--- config.mk ---
export PLATFORM = sky130hd
export DESIGN_NAME = wdog_timer
export DESIGN_NICKNAME = d
export VERILOG_FILES = /design/src/rtl/wdog_pkg.sv /design/src/rtl/wdog_prescaler.sv /design/src/rtl/wdog_counter.sv /design/src/rtl/wdog_rstctl.sv /design/src/rtl/wdog_timer.sv
export SDC_FILE = /design/constraint.sdc
export NUM_CORES = 1
export LEC_CHECK = 0
export BUFFER_PORTS_ARGS = -buffer_cell sky130_fd_sc_hd__buf_2
export CORE_ASPECT_RATIO = 1.2
export CORE_MARGIN = 3
export CORE_UTILIZATION = 35
export CTS_CLUSTER_DIAMETER = 100
export DETAILED_ROUTE_END_ITERATION = 7
export SLEW_MARGIN = 15
export SYNTH_ARGS = -nofsm -noshare
export SYNTH_HDL_FRONTEND = slang
export SYNTH_HIERARCHICAL = 1
export SYNTH_SLANG_ARGS = --single-unit
--- constraint.sdc ---
create_clock -name clk -period 2.5 [get_ports clk]
set_input_delay 0.25 -clock clk [delete_from_list [all_inputs] [get_ports clk]]
set_output_delay 0.25 -clock clk [all_outputs]
set_load 0.01 [all_outputs]
--- src/rtl/wdog_pkg.sv ---
package wdog_pkg;
  localparam logic [1:0] A_CTRL = 2'd0;
  localparam logic [1:0] A_CNT  = 2'd1;
  localparam logic [1:0] A_STAT = 2'd2;

  localparam int unsigned NUM_RATES = 8;

  // Number of low divider bits that must all be 1 for a tick at this rate code.
  function automatic int unsigned tap_width(input logic [2:0] code);
    case (code)
      3'd0:    return 1;
      3'd1:    return 6;
      3'd2:    return 7;
      3'd3:    return 9;
      3'd4:    return 11;
      3'd5:    return 13;
      3'd6:    return 15;
      default: return 17;
    endcase
  endfunction
endpackage

--- src/rtl/wdog_prescaler.sv ---
module wdog_prescaler
  import wdog_pkg::*;
#(
  parameter int unsigned DIV_W = 17
) (
  input  logic       clk,
  input  logic       rst_n,
  input  logic       run,
  input  logic [2:0] sel,
  output logic       tick
);
  logic [DIV_W-1:0]     div_q, div_d;
  logic [NUM_RATES-1:0] hit;

  always_comb div_d = div_q + DIV_W'(1);

  always_ff @(posedge clk or negedge rst_n) begin
    if (!rst_n) div_q <= '0;
    else        div_q <= div_d;
  end

  for (genvar g = 0; g < NUM_RATES; g++) begin : g_tap
    localparam int unsigned K = tap_width(3'(g));
    assign hit[g] = &div_q[K-1:0];
  end

  always_comb tick = run & hit[sel];
endmodule

--- src/rtl/wdog_counter.sv ---
module wdog_counter #(
  parameter int unsigned CNT_W = 8
) (
  input  logic             clk,
  input  logic             rst_n,
  input  logic             run,
  input  logic             hold,
  input  logic             tick,
  input  logic             ld,
  input  logic [CNT_W-1:0] ld_val,
  output logic [CNT_W-1:0] cnt,
  output logic             wrap_evt
);
  logic [CNT_W-1:0] cnt_q, cnt_d;
  logic             active;

  always_comb begin
    active   = run & ~hold;
    wrap_evt = active & ~ld & tick & (&cnt_q);
    cnt_d    = cnt_q;
    if (!active)   cnt_d = '0;
    else if (ld)   cnt_d = ld_val;
    else if (tick) cnt_d = cnt_q + CNT_W'(1);
  end

  always_ff @(posedge clk or negedge rst_n) begin
    if (!rst_n) cnt_q <= '0;
    else        cnt_q <= cnt_d;
  end

  assign cnt = cnt_q;
endmodule

--- src/rtl/wdog_rstctl.sv ---
module wdog_rstctl #(
  parameter int unsigned PULSE_LEN = 16
) (
  input  logic clk,
  input  logic rst_n,
  input  logic ovf_evt,
  input  logic st_we,
  input  logic st_flag_wr,
  input  logic st_arm_wr,
  output logic flag,
  output logic arm,
  output logic pulse,
  output logic trig
);
  localparam int unsigned PW = $clog2(PULSE_LEN + 1);

  logic          flag_q, flag_d;
  logic          arm_q, arm_d;
  logic [PW-1:0] pcnt_q, pcnt_d;

  always_comb begin
    trig   = ovf_evt & arm_q;
    flag_d = flag_q;
    if (ovf_evt)                  flag_d = 1'b1;
    else if (st_we && !st_flag_wr) flag_d = 1'b0;
    arm_d = st_we ? st_arm_wr : arm_q;
    pcnt_d = pcnt_q;
    if (trig)              pcnt_d = PW'(PULSE_LEN);
    else if (pcnt_q != '0) pcnt_d = pcnt_q - PW'(1);
  end

  always_ff @(posedge clk or negedge rst_n) begin
    if (!rst_n) begin
      flag_q <= 1'b0;
      arm_q  <= 1'b0;
      pcnt_q <= '0;
    end else begin
      flag_q <= flag_d;
      arm_q  <= arm_d;
      pcnt_q <= pcnt_d;
    end
  end

  assign flag  = flag_q;
  assign arm   = arm_q;
  assign pulse = (pcnt_q != '0);
endmodule

--- src/rtl/wdog_timer.sv ---
module wdog_timer
  import wdog_pkg::*;
#(
  parameter int unsigned CNT_W     = 8,
  parameter int unsigned DIV_W     = 17,
  parameter int unsigned PULSE_LEN = 16
) (
  input  logic       clk,
  input  logic       pin_rst_n,
  input  logic       reg_we,
  input  logic [1:0] reg_addr,
  input  logic [7:0] reg_wdata,
  output logic [7:0] reg_rdata,
  output logic       wdt_rst_o
);
  logic [1:0]       rs_q;
  logic             rst_sync_n;
  logic             en_q, en_d;
  logic [2:0]       sel_q, sel_d;
  logic             tick, wrap_evt, trig;
  logic             flag, arm, pulse;
  logic [CNT_W-1:0] cnt;
  logic             wr_ctrl, wr_cnt, wr_stat;

  always_ff @(posedge clk or negedge pin_rst_n) begin
    if (!pin_rst_n) rs_q <= 2'b00;
    else            rs_q <= {rs_q[0], 1'b1};
  end
  assign rst_sync_n = rs_q[1];

  always_comb begin
    wr_ctrl = reg_we && (reg_addr == A_CTRL) && !pulse;
    wr_cnt  = reg_we && (reg_addr == A_CNT);
    wr_stat = reg_we && (reg_addr == A_STAT);
  end

  always_comb begin
    en_d  = en_q;
    sel_d = sel_q;
    if (pulse || trig) en_d = 1'b0;
    else if (wr_ctrl)  en_d = reg_wdata[5];
    if (wr_ctrl) sel_d = reg_wdata[2:0];
  end

  always_ff @(posedge clk or negedge rst_sync_n) begin
    if (!rst_sync_n) begin
      en_q  <= 1'b0;
      sel_q <= 3'd0;
    end else begin
      en_q  <= en_d;
      sel_q <= sel_d;
    end
  end

  wdog_prescaler #(.DIV_W(DIV_W)) u_pre (
    .clk  (clk),
    .rst_n(rst_sync_n),
    .run  (en_q),
    .sel  (sel_q),
    .tick (tick)
  );

  wdog_counter #(.CNT_W(CNT_W)) u_cnt (
    .clk     (clk),
    .rst_n   (rst_sync_n),
    .run     (en_q),
    .hold    (pulse),
    .tick    (tick),
    .ld      (wr_cnt),
    .ld_val  (reg_wdata[CNT_W-1:0]),
    .cnt     (cnt),
    .wrap_evt(wrap_evt)
  );

  wdog_rstctl #(.PULSE_LEN(PULSE_LEN)) u_rst (
    .clk       (clk),
    .rst_n     (rst_sync_n),
    .ovf_evt   (wrap_evt),
    .st_we     (wr_stat),
    .st_flag_wr(reg_wdata[7]),
    .st_arm_wr (reg_wdata[6]),
    .flag      (flag),
    .arm       (arm),
    .pulse     (pulse),
    .trig      (trig)
  );

  always_comb begin
    case (reg_addr)
      A_CTRL:  reg_rdata = {2'b00, en_q, 2'b11, sel_q};
      A_CNT:   reg_rdata = 8'(cnt);
      A_STAT:  reg_rdata = {flag, arm, 1'b0, 5'h1F};
      default: reg_rdata = 8'h00;
    endcase
  end

  assign wdt_rst_o = pulse;
endmodule

## After elaboration in Yosys (flattened, before gate mapping)

Cells that the tools add are included.

- Add/subtract/negate cells: 3
- $mul: 0
- Div/mod/pow operators: 0
- Magnitude comparators: 1
- Equal/unequal tests: 3
- Shift operators: 0
- Mux-type cells: 12
- Bitwise gates (word level): 8
- Reduce and logical (&&, ||, !) cells: 21

Operator list:

| cell | count |
|---|---|
| $mux 8 | 3 |
| $pmux 8 s3 | 1 |
| $add 17x1->17 const B | 1 |
| $reduce_and 17->1 | 1 |
| $reduce_and 15->1 | 1 |
| $reduce_and 13->1 | 1 |
| $reduce_and 11->1 | 1 |
| $mux 5 | 2 |
| $reduce_and 9->1 | 1 |
| $add 8x1->8 const B | 1 |
| $reduce_and 8->1 | 1 |
| $reduce_and 7->1 | 1 |
| $and 1x1->1 | 6 |
| $reduce_and 6->1 | 1 |
| $reduce_bool 2->1 | 3 |
| $logic_and 1x1->1 | 5 |
| $mux 1 | 5 |
| $reduce_bool 5->1 | 1 |
| $sub 5x1->5 const B | 1 |
| $lt 3x4->1 const B | 1 |
| $bmux 1 s3 | 1 |
| $ne 3x1->1 const B | 1 |
| $eq 2x1->1 const B | 1 |
| $eq 2x2->1 const B | 1 |
| other kinds (4) | 6 |

- Register bits after elaboration: 38
- Latch bits: 0
- Memory bits (writable): 0
- Bits in read-only memories: 0
- Output and inout port bits: 9
- Word-level logic and storage cells: 56
- Memories kept: 0

## Depth between registers and ports, before layout

- Word-level depth: 9
- Depth in mapped cells: 16
- Depth with buffers taken out: 14

## Cells and area by module

Netlist, hierarchy kept.

By module, submodules not included:

| module | instances | cells an instance | area each (µm²) | seq. area each (µm²) |
|---|---|---|---|---|
| wdog_prescaler | 1 | 74 | 799.5 | 425.4 |
| wdog_counter | 1 | 50 | 476.7 | 200.2 |
| wdog_timer | 1 | 34 | 374.1 | 150.1 |
| wdog_rstctl | 1 | 32 | 349.1 | 175.2 |

## Least setup slack after synthesis

No wires, ideal clock.

- Path kind: register -> register
- Start: register u_pre.div_q[0]
- End: register en_q
- Library setup time: 125 ps
- Arrival: 2,958 ps
- Required time: 2,375 ps
- Path slack: -583 ps
- Cell stages (with the launch flop): 15
- Buffers on the path: 2
- Period minus slack after synthesis: 3,083 ps
- Path through: dfrtp_1 -> ha_1 -> nand3_2 -> nor3_2 -> ha_1 -> o21ai_0 -> a211o_1 -> a221oi_2 -> buf_4 -> nand3_1 -> nor3_1 -> and2_1 -> clkbuf_1 -> nor3b_1 -> mux2_2

- Cells in the longest elaborated chain, start to end: 9

RTL lines:

| what | RTL line | RTL |
|---|---|---|
| start: declaration | wdog_prescaler.sv:12 | `logic [DIV_W-1:0] div_q, div_d;` |
| start signal: assignment | wdog_prescaler.sv:19 | `else div_q <= div_d;` |
| $reduce_and 17->1 (tied with other cells) | wdog_prescaler.sv:24 | `assign hit[g] = &div_q[K-1:0];` |
| $bmux 1 s3 (*) | wdog_prescaler.sv:27 | `always_comb tick = run & hit[sel];` |
| $mux 1 (implied by the code) (*) | wdog_prescaler.sv:27 |  |
| $and 1x1->1 (*) | wdog_prescaler.sv:27 |  |
| via tick | wdog_timer.sv:20 | `logic tick, wrap_evt, trig;` |
| $and 1x1->1 (*) (2 in series) | wdog_counter.sv:19 | `wrap_evt = active & ~ld & tick & (&cnt_q);` |
| via wrap_evt | wdog_timer.sv:20 |  |
| $and 1x1->1 (*) | wdog_rstctl.sv:22 | `trig = ovf_evt & arm_q;` |
| via trig | wdog_timer.sv:20 |  |
| $logic_or 1x1->1 (*) | wdog_timer.sv:40 | `if (pulse \|\| trig) en_d = 1'b0;` |
| $mux 1 / $reduce_bool 2->1 (equally long branches) | n/a |  |
| end signal: assignment | wdog_timer.sv:50 | `en_q <= en_d;` |
| end: declaration | wdog_timer.sv:18 | `logic en_q, en_d;` |

The timed path passes the listed nets; every way through them passes the cells marked *. The select of a mux whose other input is x is not followed.
A chain may end at the register's enable or synchronous reset.

## Worst setup path after layout

- Start: register u_pre.div_q[0]
- End: register u_cnt.cnt_q[7] (netlist: u_cnt/cnt[7])

- Cells in the longest elaborated chain, start to end: 5

RTL lines:

| what | RTL line | RTL |
|---|---|---|
| $reduce_and 17->1 (tied with other cells) | wdog_prescaler.sv:24 |  |
| $bmux 1 s3 (*) | wdog_prescaler.sv:27 |  |
| $mux 1 (implied by the code) (*) | wdog_prescaler.sv:27 |  |
| $and 1x1->1 (*) | wdog_prescaler.sv:27 |  |
| via tick | wdog_timer.sv:20 |  |
| $ne 3x1->1 (no source line) (*) | n/a |  |
| end signal: assignment | wdog_counter.sv:28 | `else cnt_q <= cnt_d;` |
| end: declaration | wdog_counter.sv:14 | `logic [CNT_W-1:0] cnt_q, cnt_d;` |

Marked as above.

==> key figures <==
Worst setup path
  – Category of the most critical setup path: reg -> reg
  – Worst EP required: 2710 ps
  – Startpoint Class: flop
  – Critical path arrival: 2870 ps
  – Crit Path Max Fanout: 4
  – Reg2reg start: u_pre/div_q[0]
  – R2R setup slack: -160 ps
  – CP Capture Type: flop
  – R2R cell count: 14
  – Crit Reg-Reg Endpoint: u_cnt/cnt[7]

Place
  – Port buffer count: 21
  – Post-detail-place hpwl: 3110 µm
  – Pre-CTS setup slack: -174 ps
  – Post-Place Cell Area: 2370 µm²
  – Routability cong.: 0.759

Power and ir drop
  – Sequential share of power: 0.483
  – Logic pwr share: 0.194
  – Max IR drop VDD: 0.000315 V
  – Leakage power: 1.24 nW
  – Sw Pwr: 0.000452 W
  – Clk network pwr share: 0.323
  – Pwr Density: 602 nW/µm²
  – Int Pwr: 0.00112 W
  – Switching portion of total power: 0.288
  – Pwr Total: 0.00157 W

Timing
  – Max-slew headroom: 0.652
  – Final hold vios: 0
  – Max Clk Rate: 0.376 GHz
  – Period minus WS final: 2660 ps
  – Final WS setup: -160 ps
  – Endpoints failing setup: 12
  – Skew final: 6.22 ps
  – Final Slew Violations: 0
  – Unrepaired setup endpoints after global routing: true
  – Worst-Margin Slew: 518 ps
  – Final period util: 1.06

Detailed routing
  – WL per Instance: 14.0 µm
  – Via/cell ratio: 5.12
  – WL final: 4300 µm
  – Remaining DRCs: 0
  – Antenna-violating nets left: 0
  – Router iterations before antenna repair: 4
  – Initial DRC count: 56
  – Vias: 1568

Logic synthesis
  – Distinct cell type count after synthesis: 44
  – Total number of yosys warnings: 6
  – Mapped Cells: 190
  – Dominant synthesized flop cell: dfrtp_1
  – Syn Nets: 208
  – Yosys reg bits: 38
  – Async set-reset flop share out of synthesis: 1.00
  – Post-synthesis sequential area ratio: 0.476
  – Synthesized area: 2000 µm²
  – Post-synth EDFFs: 0
  – Post-synthesis average cell area: 10.5 µm²

Min path
  – Worst Hold End: u_cnt/cnt[0]
  – Hold Path Stages: 2
  – Hold crit path type: in -> reg
  – Hold Crit Start: reg_wdata[0]

Floorplan
  – IO Pins: 22
  – Chip Height: 88.8 µm
  – Row cnt: 29
  – Starting Density: 0.370
  – Die area: 6660 µm²
  – Chip Width: 75.0 µm
  – Core area: 5410 µm²

Run status
  – Status: finished, violations left
  – Violated checks: setup timing

Final layout
  – Final Net Count: 261
  – Commonest cells after routing, fill and taps aside: dfrtp_1 (38), buf_4 (28), buf_2 (21)
  – Cell area after layout: 2610 µm²
  – Layout area overhead: 30.5%
  – Number of diodes: 0
  – Most common cell after layout, fill and taps aside: dfrtp_1
  – Finished Core Util: 0.483
  – Share of cells above drive strength 1: 0.336

CTS
  – CTS root buffer: clkbuf_8
  – Clock transition at the registers of the reported paths: 70 ps
  – CTS tree: yes
  – Total CTS buffers: 5
  – Max Root-Sink Buffers: 2
  – Worst-Skew Late Latency: 290 ps
  – CTS Sinks: 38
  – H-tree depth: 2

GRT
  – Initial antenna violation count: 0
  – First-pass GRT wire length: 7460 µm
  – Total Routing Usage GR: 0.148
  – GRT overflow: 0
  – Largest net degree at the start of global routing: 37
  – Vias in the first global route: 1623

Run
  – Max-Cap Viols: 0
-- what timing repair did --
item                                   CTS  global route
pin swaps                                4            16
resized for setup                        1            15
endpoints found under the hold margin    2             0
setup endpoints to repair                9            15
setup buffers                            2             2
hold buffers                             1             0
-- worst max path at each step --
| stage | cells past startpoint | endpoint | slack [ps] | start |
|---|---|---|---|---|
| finish | 14 | u_cnt/cnt[7] | -160 | u_pre/div_q[0] |
| global route | 14 | u_cnt/cnt[7] | -330 | u_pre/div_q[0] |
| CTS | 14 | en_q | -120 | u_pre/div_q[1] |
| detailed placement | 11 | u_cnt/cnt[7] | -170 | u_pre/div_q[1] |
| global placement | 13 | u_cnt/cnt[7] | -60 | u_pre/div_q[1] |
| floorplan | 14 | en_q | -260 | u_pre/div_q[0] |
-- synth_stat cells (all sizes together), types with 4 or more instances --
cell,number,area share
dfrtp,38,0.48
and3,4,0.013
nand3,10,0.028
nand2,14,0.026
buf,4,0.021
or3,4,0.013
mux2,5,0.028
inv,10,0.019
a31oi,4,0.013
xor2,5,0.022
nand4,4,0.020
xnor2,13,0.057
o21ai,11,0.028
ha,5,0.031
nor3,5,0.015
nand2b,4,0.013
nor2,10,0.019
a21oi,5,0.013
-- power groups by stage --
stage	registers [W]	logic, W	clock network, W
2_1_floorplan	0.000746	0.000187	0
3_3_place_gp	0.000763	0.000258	0
3_5_place_dp	0.000765	0.000263	0
4_1_cts	0.000753	0.000271	0.000531
5_1_grt	0.000771	0.000343	0.000557
6_report	0.000759	0.000305	0.000508
-- final cells by class --
cell class | instances | area (µm²)
Clock inverter | 1 | 30.0
Timing Repair Buffer | 53 | 359
Multi-Input combinational cell | 135 | 1080
Fill cell | 507 | 2800
Inverter | 10 | 37.5
Clock buffer | 7 | 76.3
Tap cell | 62 | 77.6
Sequential cell | 38 | 951
-- layer usage --
metal	routed length, µm	global-route usage
met1	1860	0.176
met2	2190	0.252
met3	174	0.0398
met4	74	0.0583
met5	0	0
-- cell families after synthesis --
family                     count (synthesis)  share of synthesized area
muxes                                      7                     0.0382
adders and majority gates                  5                     0.0313
and+or+nand+nor                           69                      0.206
other                                      1                    0.00188
buffers and inverters                     17                     0.0451
AOI/OAI and AO/OA                         35                      0.123
xor gates and xnor gates                  18                     0.0788
DFF                                       38                      0.476
-- sequential cells by signal (all words and copies together) (netlist names) --
signal and flops:
u_rst/flag 1, en_q 1, rs_q 2, u_cnt/cnt 8
u_rst/arm 1, u_rst/pcnt_q 5, sel_q 3, u_pre/div_q 17
-- critical path, cell delays in order, from the launching register on --
cell,delay [ps]
dfrtp_1,400
ha_4,160
nand3_4,80
nor3_4,160
and3_4,220
ha_4,140
nand3_2,70
nand2_2,80
a31oi_2,50
a221oi_4,320
buf_4,160
buf_6,100
nand4_4,110
or3_1,320
a31oi_1,190
-- through the flow --
step / instances / hold WS, ps / TNS (ps)
3_5_place_dp: 293 / 37.7 / -479
5_1_grt: 306 / 205 / -3140
6_report: 306 / 199 / -1050
4_1_cts: 304 / 189 / -711
3_3_place_gp: 293 / 35.3 / -119
2_1_floorplan: 190 / -45.6 / -344
Power figures use the tool's default switching activity.
